<file path="src/rtl/ivc_pkg.sv">
package ivc_pkg;

    localparam int unsigned SRC_N  = 21;
    localparam int unsigned DATA_W = 32;
    localparam int unsigned ADDR_W = 4;

    typedef enum logic [1:0] {
        SEL_ROUTE = 2'd0,
        SEL_PEND  = 2'd1,
        SEL_MASK  = 2'd2,
        SEL_VEC   = 2'd3
    } reg_sel_e;

    typedef struct packed {
        logic     wr;
        logic     rd;
        logic     hit;
        reg_sel_e sel;
    } bus_dec_t;

    typedef struct packed {
        logic norm;
        logic fast;
    } line_pair_t;

    function automatic bus_dec_t decode_bus(input logic wr, input logic rd,
                                            input logic [ADDR_W-1:0] addr);
        bus_dec_t d;
        d.hit = (addr[1:0] == 2'b00);
        d.wr  = wr & d.hit;
        d.rd  = rd & d.hit;
        d.sel = reg_sel_e'(addr[3:2]);
        return d;
    endfunction

endpackage

</file>
<file path="src/rtl/ivc_req_sync.sv">
module ivc_req_sync #(
    parameter int unsigned WIDTH  = 21,
    parameter int unsigned STAGES = 2
) (
    input  logic             clk,
    input  logic             rst,
    input  logic [WIDTH-1:0] req_i,
    output logic [WIDTH-1:0] rise_o
);

    logic [WIDTH-1:0] stg_q [STAGES];
    logic [WIDTH-1:0] last_q;

    always_ff @(posedge clk) begin
        if (rst) begin
            for (int s = 0; s < STAGES; s++) stg_q[s] <= '0;
            last_q <= '0;
        end else begin
            stg_q[0] <= req_i;
            for (int s = 1; s < STAGES; s++) stg_q[s] <= stg_q[s-1];
            last_q <= stg_q[STAGES-1];
        end
    end

    assign rise_o = stg_q[STAGES-1] & ~last_q;

endmodule

</file>
<file path="src/rtl/ivc_pend_bank.sv">
module ivc_pend_bank #(
    parameter int unsigned WIDTH = 21
) (
    input  logic             clk,
    input  logic             rst,
    input  logic [WIDTH-1:0] set_i,
    input  logic [WIDTH-1:0] clr_i,
    output logic [WIDTH-1:0] pend_o
);

    logic [WIDTH-1:0] pend_q;

    // set has precedence over a simultaneous clear
    always_ff @(posedge clk) begin
        if (rst) pend_q <= '0;
        else     pend_q <= (pend_q & ~clr_i) | set_i;
    end

    assign pend_o = pend_q;

endmodule

</file>
<file path="src/rtl/ivc_prio_enc.sv">
module ivc_prio_enc #(
    parameter int unsigned WIDTH = 21,
    parameter int unsigned IDX_W = 5
) (
    input  logic [WIDTH-1:0] req_i,
    output logic [IDX_W-1:0] idx_o
);

    // lowest index wins; WIDTH itself is the idle code
    always_comb begin
        idx_o = IDX_W'(WIDTH);
        for (int i = WIDTH - 1; i >= 0; i--) begin
            if (req_i[i]) idx_o = IDX_W'(i);
        end
    end

endmodule

</file>
<file path="src/rtl/irq_vec_ctrl.sv">
module irq_vec_ctrl
    import ivc_pkg::*;
#(
    parameter int unsigned NUM_SRC     = SRC_N,
    parameter int unsigned SYNC_STAGES = 2
) (
    input  logic               clk,
    input  logic               rst,
    input  logic [NUM_SRC-1:0] src_req,
    input  logic               bus_wr,
    input  logic               bus_rd,
    input  logic [ADDR_W-1:0]  bus_addr,
    input  logic [DATA_W-1:0]  bus_wdata,
    output logic [DATA_W-1:0]  bus_rdata,
    output logic               irq_o,
    output logic               fiq_o
);

    localparam int unsigned IDX_W     = $clog2(NUM_SRC + 1);
    localparam int unsigned GMASK_BIT = NUM_SRC;
    localparam int unsigned MASK_W    = NUM_SRC + 1;

    bus_dec_t           dec;
    logic [NUM_SRC-1:0] route_q;
    logic [MASK_W-1:0]  mask_q;
    logic [NUM_SRC-1:0] pend_q;
    logic [NUM_SRC-1:0] rise;
    logic [NUM_SRC-1:0] pend_clr;
    logic [NUM_SRC-1:0] act;
    logic [IDX_W-1:0]   win_idx;
    logic [DATA_W-1:0]  vec_word;
    logic [DATA_W-1:0]  rdata_q;
    line_pair_t         lines_d, lines_q;
    logic               unused_wdata;

    assign dec = decode_bus(bus_wr, bus_rd, bus_addr);
    assign unused_wdata = ^bus_wdata[DATA_W-1:MASK_W];

    ivc_req_sync #(.WIDTH(NUM_SRC), .STAGES(SYNC_STAGES)) u_sync (
        .clk    (clk),
        .rst    (rst),
        .req_i  (src_req),
        .rise_o (rise)
    );

    assign pend_clr = (dec.wr && dec.sel == SEL_PEND) ? bus_wdata[NUM_SRC-1:0] : '0;

    ivc_pend_bank #(.WIDTH(NUM_SRC)) u_pend (
        .clk    (clk),
        .rst    (rst),
        .set_i  (rise),
        .clr_i  (pend_clr),
        .pend_o (pend_q)
    );

    always_ff @(posedge clk) begin
        if (rst) begin
            route_q <= '0;
            mask_q  <= '1;
        end else if (dec.wr) begin
            if (dec.sel == SEL_ROUTE) route_q <= bus_wdata[NUM_SRC-1:0];
            if (dec.sel == SEL_MASK)  mask_q  <= bus_wdata[MASK_W-1:0];
        end
    end

    assign act = pend_q & ~mask_q[NUM_SRC-1:0] & {NUM_SRC{~mask_q[GMASK_BIT]}};

    ivc_prio_enc #(.WIDTH(NUM_SRC), .IDX_W(IDX_W)) u_prio (
        .req_i (act),
        .idx_o (win_idx)
    );

    assign vec_word = DATA_W'(win_idx) << 2;

    always_comb begin
        lines_d.norm = |(act & ~route_q);
        lines_d.fast = |(act & route_q);
    end

    always_ff @(posedge clk) begin
        if (rst) lines_q <= '0;
        else     lines_q <= lines_d;
    end

    assign irq_o = lines_q.norm;
    assign fiq_o = lines_q.fast;

    always_ff @(posedge clk) begin
        if (rst) begin
            rdata_q <= '0;
        end else if (dec.rd) begin
            case (dec.sel)
                SEL_ROUTE: rdata_q <= DATA_W'(route_q);
                SEL_PEND:  rdata_q <= DATA_W'(pend_q);
                SEL_MASK:  rdata_q <= DATA_W'(mask_q);
                SEL_VEC:   rdata_q <= vec_word;
                default:   rdata_q <= '0;
            endcase
        end
    end

    assign bus_rdata = rdata_q;

endmodule

</file>
<file path="config.mk">
export PLATFORM = sky130hd
export DESIGN_NAME = irq_vec_ctrl
export DESIGN_NICKNAME = d
export VERILOG_FILES = /design/src/rtl/ivc_pkg.sv /design/src/rtl/ivc_req_sync.sv /design/src/rtl/ivc_pend_bank.sv /design/src/rtl/ivc_prio_enc.sv /design/src/rtl/irq_vec_ctrl.sv
export SDC_FILE = /design/constraint.sdc
export NUM_CORES = 1
export LEC_CHECK = 0
export ABC_AREA = 1
export BUFFER_PORTS_ARGS = -buffer_cell sky130_fd_sc_hd__buf_2
export CORE_ASPECT_RATIO = 0.6
export CORE_MARGIN = 2
export CORE_UTILIZATION = 45
export DETAILED_ROUTE_END_ITERATION = 10
export HOLD_SLACK_MARGIN = 0.08
export PLACE_DENSITY = 0.68
export SYNTH_ARGS = -nofsm -noshare
export SYNTH_HDL_FRONTEND = slang
export SYNTH_SLANG_ARGS = --single-unit
</file>
<file path="constraint.sdc">
create_clock -name clk -period 1.78 [get_ports clk]
set_clock_uncertainty 0.15 [all_clocks]
set_input_delay 0.356 -clock clk [delete_from_list [all_inputs] [get_ports clk]]
set_output_delay 0.356 -clock clk [all_outputs]
set_load 0.01 [all_outputs]
</file>
# After elaboration in Yosys (flattened, before gate mapping)
# Memories as Yosys holds them, arrays and structs flattened.
# Index checks and enable logic that the tools add are counted.
# Widths: inputs -> output; s select.
classes:
  n_eq_ne: 3
  n_mux: 28
  bitwise: 16
  reduce_logical: 7
ops:
  columns: ["cell", "n"]
  rows:
  - ["$pmux 32 s4", 1]
  - ["$and 21x21->21", 6]
  - ["$not 21->21", 4]
  - ["$mux 5", 16]
  - ["$mux 21", 3]
  - ["$reduce_or 21->1", 2]
  - ["$or 21x21->21", 1]
  - ["$mux 3", 4]
  - ["$eq 2x2->1 const B", 2]
  - ["$logic_not 2->1", 2]
  - ["$mux 1", 4]
  - ["$reduce_and 2->1", 2]
  - ["$and 1x1->1", 2]
  - ["$eq 2x1->1 const B", 1]
  - ["$or 1x1->1", 2]
  - ["$logic_and 1x1->1", 1]
  - ["$not 1->1", 1]
totals:
  ff_bits: 119
  ram_bits: 42
  input_bits: 61
  out_inout_bits: 34
  n_memories: 1
memory_table:
  columns: ["memory", "words", "width", "rd", "rd_clocked_by_memory_dff", "write_ports", "line_no", "source"]
  rows:
  - ["u_sync.stg_q", 2, 21, 2, 0, 2, "ivc_req_sync.sv:11", "logic [WIDTH-1:0] stg_q [STAGES];"]

# Logic depth before layout (Yosys ltp)
depth:
  depth_word: 25
  ltp_mapped: 25
  mapped_depth_nobuf: 25

# Cells and area by module
# A second synthesis with hierarchy kept.
hier_totals:
  cells_unflattened: 913
  area_unflattened_um2: 6535.0
by_module_without_submodules:
  columns: ["mod", "n_inst", "cells_each", "area_per_inst_um2"]
  rows:
  - ["irq_vec_ctrl", 1, 529, 3510.9]
  - ["ivc_req_sync", 1, 217, 1891.8]
  - ["ivc_pend_bank", 1, 107, 859.6]
  - ["ivc_prio_enc", 1, 60, 272.8]

# Worst setup path before layout
# OpenSTA, ideal clock, no wires.
synth_path:
  path_type: "reg-to-reg"
  start: "register mask_q[21]"
  end: "register rdata_q[2], in the netlist bus_rdata[2]"
  arrival_ps: 1572
  required_time_ps: 1499
  setup_slack_ps: -73
  stages_incl_launch_ff: 26
  path_buffers: 1
  path_cell_list: "dfxtp_1 > buf_6 > nor2_2 > nand2_4 > nand2_1 > nand2_1 > nand2_1 > nand2_1 > nand2_1 > nand2_1 > nand2_1 > nand2_1 > nand2_1 > nand2_1 > nand2_1 > nand2_1 > nand2_1 > nand2_1 > nand2_1 > nand2_1 > nand2_1 > nand2_1 > nand2_1 > nand2_1 > nand2_1 > a21oi_2"
synth_via:
  elab_chain_len: 24
synth_rtl:
  columns: ["element", "line_no", "source"]
  rows:
  - ["from (decl)", "irq_vec_ctrl.sv:25", "logic [MASK_W-1:0] mask_q;"]
  - ["from (signal assigned)", "irq_vec_ctrl.sv:62", "if (dec.sel == SEL_MASK) mask_q <= bus_wdata[MASK_W-1:0];"]
  - ["$not 1->1 *", "irq_vec_ctrl.sv:66", "assign act = pend_q & ~mask_q[NUM_SRC-1:0] & {NUM_SRC{~mask_q[GMASK_BIT]}};"]
  - ["$and 21x21->21 *", "irq_vec_ctrl.sv:66", null]
  - ["$mux 1", "ivc_prio_enc.sv:13", "if (req_i[i]) idx_o = IDX_W'(i);"]
  - ["$mux 3 (4 in a row)", "ivc_prio_enc.sv:13", null]
  - ["$mux 5 (15 in a row)", "ivc_prio_enc.sv:13", null]
  - ["$mux 5 *", "ivc_prio_enc.sv:13", null]
  - ["$pmux 32 s4 *", "irq_vec_ctrl.sv:92", "case (dec.sel)"]
  - ["to (signal assigned)", "irq_vec_ctrl.sv:93", "SEL_ROUTE: rdata_q <= DATA_W'(route_q);"]
  - ["to (signal assigned)", "irq_vec_ctrl.sv:94", "SEL_PEND: rdata_q <= DATA_W'(pend_q);"]
  - ["to (signal assigned)", "irq_vec_ctrl.sv:95", "SEL_MASK: rdata_q <= DATA_W'(mask_q);"]
  - ["to (decl)", "irq_vec_ctrl.sv:32", "logic [DATA_W-1:0] rdata_q;"]
# Mark *: on every way between the ends. The rest lies on a longest branch, timed or not. The select of a mux whose other input is x is not followed.
# A chain may end at the register's enable or synchronous reset.

# Worst setup path after layout
layout_path:
  start: "register mask_q[21]"
  end: "register rdata_q[6], in the netlist bus_rdata[6]"
layout_via:
  elab_chain_len: 19
layout_rtl:
  columns: ["element", "line_no"]
  rows:
  - ["$not 1->1 *", "irq_vec_ctrl.sv:66"]
  - ["$and 21x21->21 *", "irq_vec_ctrl.sv:66"]
  - ["$mux 5 (15 in a row)", "ivc_prio_enc.sv:13"]
  - ["$mux 5 *", "ivc_prio_enc.sv:13"]
  - ["$pmux 32 s4 *", "irq_vec_ctrl.sv:92"]
# Marks and branches as above.

==> results by group <==
Critical path
  – CP Capture Point: bus_rdata[6]$_SDFFE_PP0P_
  – CP cell instances: inv_2, buf_4, nand2_1, nor2_1, inv_1, buf_4, nand2_1, nor2_2, buf_4, a32o_1, a221oi_1, a21oi_1
  – Worst reg2reg endpoint: bus_rdata[6]$_SDFFE_PP0P_
  – Cell type of the slowest stage on the worst timing path: dfxtp_2
  – CP Data Arrival Time: 2.17 ns
  – Maximum fanout encountered on the critical timing path: 6
  – Critical Path Start: mask_q[21]$_SDFFE_PP1P_
  – Critical path capture point type: flip-flop
  – Element type at the critical path start: flip-flop
  – Worst r2r src: mask_q[21]$_SDFFE_PP1P_
  – Critical Path Max Stage Delay: between 0.3 and 0.4 ns
  – Type of the worst setup path: flip-flop to flip-flop
  – Most used cell, CP: buf_4
  – Reg2reg path depth: 12
  – Worst path required time: roughly 1.9 ns
  – Minimum setup slack among reg-to-reg paths: -0.25 ns

Clock network
  – Root buffer selected by CTS: clkbuf_16
  – Clock slew at the register clock pins of the worst setup and hold paths: ~0.060 ns
  – Clock insertion delay at the later pin of the skew report: roughly 0.42 ns
  – Maximum level of the CTS H-tree: 4
  – Clock tree from TritonCTS: built
  – Number of clock sinks seen by CTS: ~150
  – Total clock buffers created by CTS: 17
  – Max Buffers Root-to-Sink: 2

Synthesis
  – Share of the synthesized netlist area taken by xor and xnor gates: 0%
  – Post-synthesis compound-gate area fraction: between 10% and 20%
  – Post-Synth Simple-Gate Area: between 20% and 30%
  – Count of cell types in the netlist: 30
  – Synthesized flop and latch total: around 150
  – Synthesis Warnings: 0
  – Multiplexer share of the synthesized area: 0%
  – Average instance area after synthesis: around 7.3 sq um
  – Sequential fraction of the synthesis area: roughly half
  – Main combinational cell family by area after synthesis: simple AND/OR/NAND/NOR gates
  – Share of synthesized cell area in full adder, half adder and majority cells: 0%
  – Cell area after synthesis: between 5000 and 6000 sq um
  – Instance count of the mapped netlist: ~800

Cells and area
  – Layout fillers: about 1100
  – Final instance count without filler cells: between 1000 and 1500
  – Synthesis-to-finish area growth: 34.8%
  – Fraction of final layout cells with drive strength greater than 1: between 20% and 30%
  – Diode count: 0
  – Final layout net count: 1020
  – Share of the core filled with cells: around 62%

Global routing
  – M3 GR Usage: about 5.5%
  – Global Route met2 Usage: 35.0%
  – Antenna violations before repair: 0
  – Congestion Overflow GR: 0
  – Most used routing layer in global routing: met2
  – Maximum number of pins on one net before global-route repair: 91
  – Met1 Resource Use GR: a little under a third
  – Number of global-route vias before repair: approximately 5200
  – Wire length of the first global-routing pass: 24800 microns
  – GRT Util Overall: a little under a quarter

Pwr
  – IR drop worst, VDD: 0.587 mV
  – Cell leakage power: 0.00358 uW
  – Total design power: between 7000 and 8000 uW
  – Power per unit of standard cell area: roughly 1000 nW/um^2

Timing
  – Number of setup violations in the final report: 7
  – Post-route clock period utilization: 114%
  – Count of endpoints failing hold in the final timing report: 0
  – Achievable frequency: between 0.4 and 0.5 GHz
  – Hold slack final: roughly 0.17 ns
  – Final critical-path required period: around 2 ns
  – Setup repair after global routing missed its margin: true
  – Setup WS post-layout: -0.248 ns
  – Max Transition Viols Final: 0

Detailed routing
  – Antenna-violating nets left: 0
  – Vias after detailed routing: 5594
  – WL per Instance: between 10 and 15 microns
  – Vias per cell: between 4 and 5
  – DRC violations left: 0
  – Starting DRT DRC Count: approximately 400
  – First drt pass iteration count: 5
  – Detailed-route wire length: about 15000 microns

Status
  – Failing checks: setup timing
  – Outcome: finished, violations left

Placement
  – Cell total after placement: about 1100
  – Pre-CTS worst setup slack: -0.244 ns
  – Routability cong.: 0.887
  – I/O Buffers: 74
  – Half-perimeter wire length after placement: ~9900 microns

Die
  – Area of the core: roughly 13000 sq um
  – Overall die height: 92.3 microns
  – Number of placed I/O pins: 95
  – Overall die area: around 14000 sq um
  – Starting Density: between 40 and 50%
  – Horizontal die dimension: approximately 150 microns
  – Total number of placement rows: 32

Hold path
  – Class of the tightest hold or removal check: input port to flip-flop

Run
  – Max-cap violations: 0
cell families (layout without fill, tap and decap cells):
group / after synthesis / after routing
buf+inv: 157 / 321
compound gates: 155 / 155
simple gates: 335 / 335
flops: 151 / 151
other cells: 1 / 10
cells in the final DEF (no fill, tap or decap), types with 2 or more instances in the layout:
master and count:
o22ai_1 18, conb_1 10, clkinvlp_4 4, dfxtp_1 149, nand2_2 4, buf_4 57, buf_6 2, buf_12 4
nor4_2 3, clkbuf_16 17, a21oi_2 3, o211ai_1 2, inv_6 3, a221oi_1 2, dfxtp_2 2, nor2_2 4
nor2_1 130, a41oi_1 2, a21oi_1 62, nor3_2 3, a31oi_1 18, nor4_1 2, nand2_1 161, inv_1 101
buf_2 74, o21ai_1 2, inv_2 8, clkinv_2 2, clkbuf_8 2, o21ai_0 41, dlygate4sd3_1 43, nand3_1 25
bufinv_16 3
per-stage QoR:
stage / cell area [sq um] / TNS [ns]
final: 7890 / -0.998
after global routing: 7890 / -2.07
after CTS: 7850 / -0.631
after detailed placement: 6770 / -1.19
after global placement: 6770 / -1.12
after floorplan: 5890 / -0.0422
cell type report:
type | instances | area (sq um) | share of cell area, %
Timing Repair Buffer | 180 | 1330 | 16.9
Clock buffer | 19 | 453 | 5.74
Inverter | 109 | 409 | 5.18
Multi-Input combinational cell | 500 | 2290 | 29.1
Clock inverter | 13 | 168 | 2.12
Tap cell | 170 | 213 | 2.69
Sequential cell | 151 | 3030 | 38.3
worst max-delay path, delay by kind of cell, from the launching register on:
kind	cells	cell delay, ns
AO/OA/AOI/OAI	3	0.55
buffers and inverters	5	0.58
flip-flops	1	0.33
AND/OR/NAND/NOR	4	0.29
state kept, by name (all words and copies together), names as in the netlist:
signal / flops
fiq_o: 1
mask_q: 22
bus_rdata: 22
route_q: 21
u_sync.last_q: 21
u_pend.pend_o: 21
u_sync.stg_q: 42
irq_o: 1
layer usage:
metal / routed length [microns] / vias up / share of wire (%)
met5: 0 / - / 0
met4: 265 / 0 / 1.7
met2: 6710 / 200 / 44
met1: 7250 / 2536 / 48
met3: 1030 / 23 / 6.8
li1: - / 2835 / -
report_power, final:
| part | internal (uW) | leakage (uW) | switching, uW |
|---|---|---|---|
| clock network | 2300 | 0.000294 | 1440 |
| registers | 3510 | 0.00123 | 64.9 |
| logic | 267 | 0.00205 | 316 |
timing repair:
action	in CTS	in global routing
buffers inserted	0	2
pin swaps	1	7
hold endpoints to repair	43	0
endpoints found under the setup margin	7	7
cloned	0	0
resized for setup	11	9
hold buffers	43	0
cell usage after synthesis:
cell type	n	area share, %
nand2_1	163	10
dfxtp_1	151	52
nor2_1	133	8.5
inv_1	104	6.7
a21oi_1	64	5.5
o21ai_0	42	3.6
clkbuf_1	36	2.3
nand3_1	25	2.1
a31oi_1	18	1.9
o22ai_1	18	1.9
buf_4	10	1.3
inv_2	5	0.32
nor4_1	5	0.53
nor3_1	3	0.26
a221oi_1	2	0.30
a41oi_1	2	0.30
nand2_2	2	0.21
nor2_2	2	0.21
o2111ai_1	2	0.30
o211ai_1	2	0.26
a211oi_1	1	0.13
a21oi_2	1	0.15
a22oi_1	1	0.13
a32o_1	1	0.17
buf_2	1	0.085
buf_6	1	0.19
conb_1	1	0.064
nand2_4	1	0.19
nor3_2	1	0.17
o21ai_1	1	0.085
how the worst min path moves through the flow:
stage                                         from                              to  slack (ns)  cells past startpoint
finish                                 bus_addr[2]       bus_rdata[1]$_SDFFE_PP0P_        0.17                      4
global route                           bus_addr[2]       bus_rdata[1]$_SDFFE_PP0P_        0.19                      4
CTS                                    bus_addr[2]       bus_rdata[1]$_SDFFE_PP0P_        0.16                      4
detailed placement   u_sync.stg_q[0][9]$_SDFF_PP0_  u_sync.stg_q[0][30]$_SDFF_PP0_        0.24                      2
global placement    u_sync.stg_q[0][10]$_SDFF_PP0_  u_sync.stg_q[0][31]$_SDFF_PP0_        0.24                      2
floorplan            u_sync.stg_q[0][0]$_SDFF_PP0_  u_sync.stg_q[0][21]$_SDFF_PP0_        0.24                      2
(Power assumes the default switching activity.)
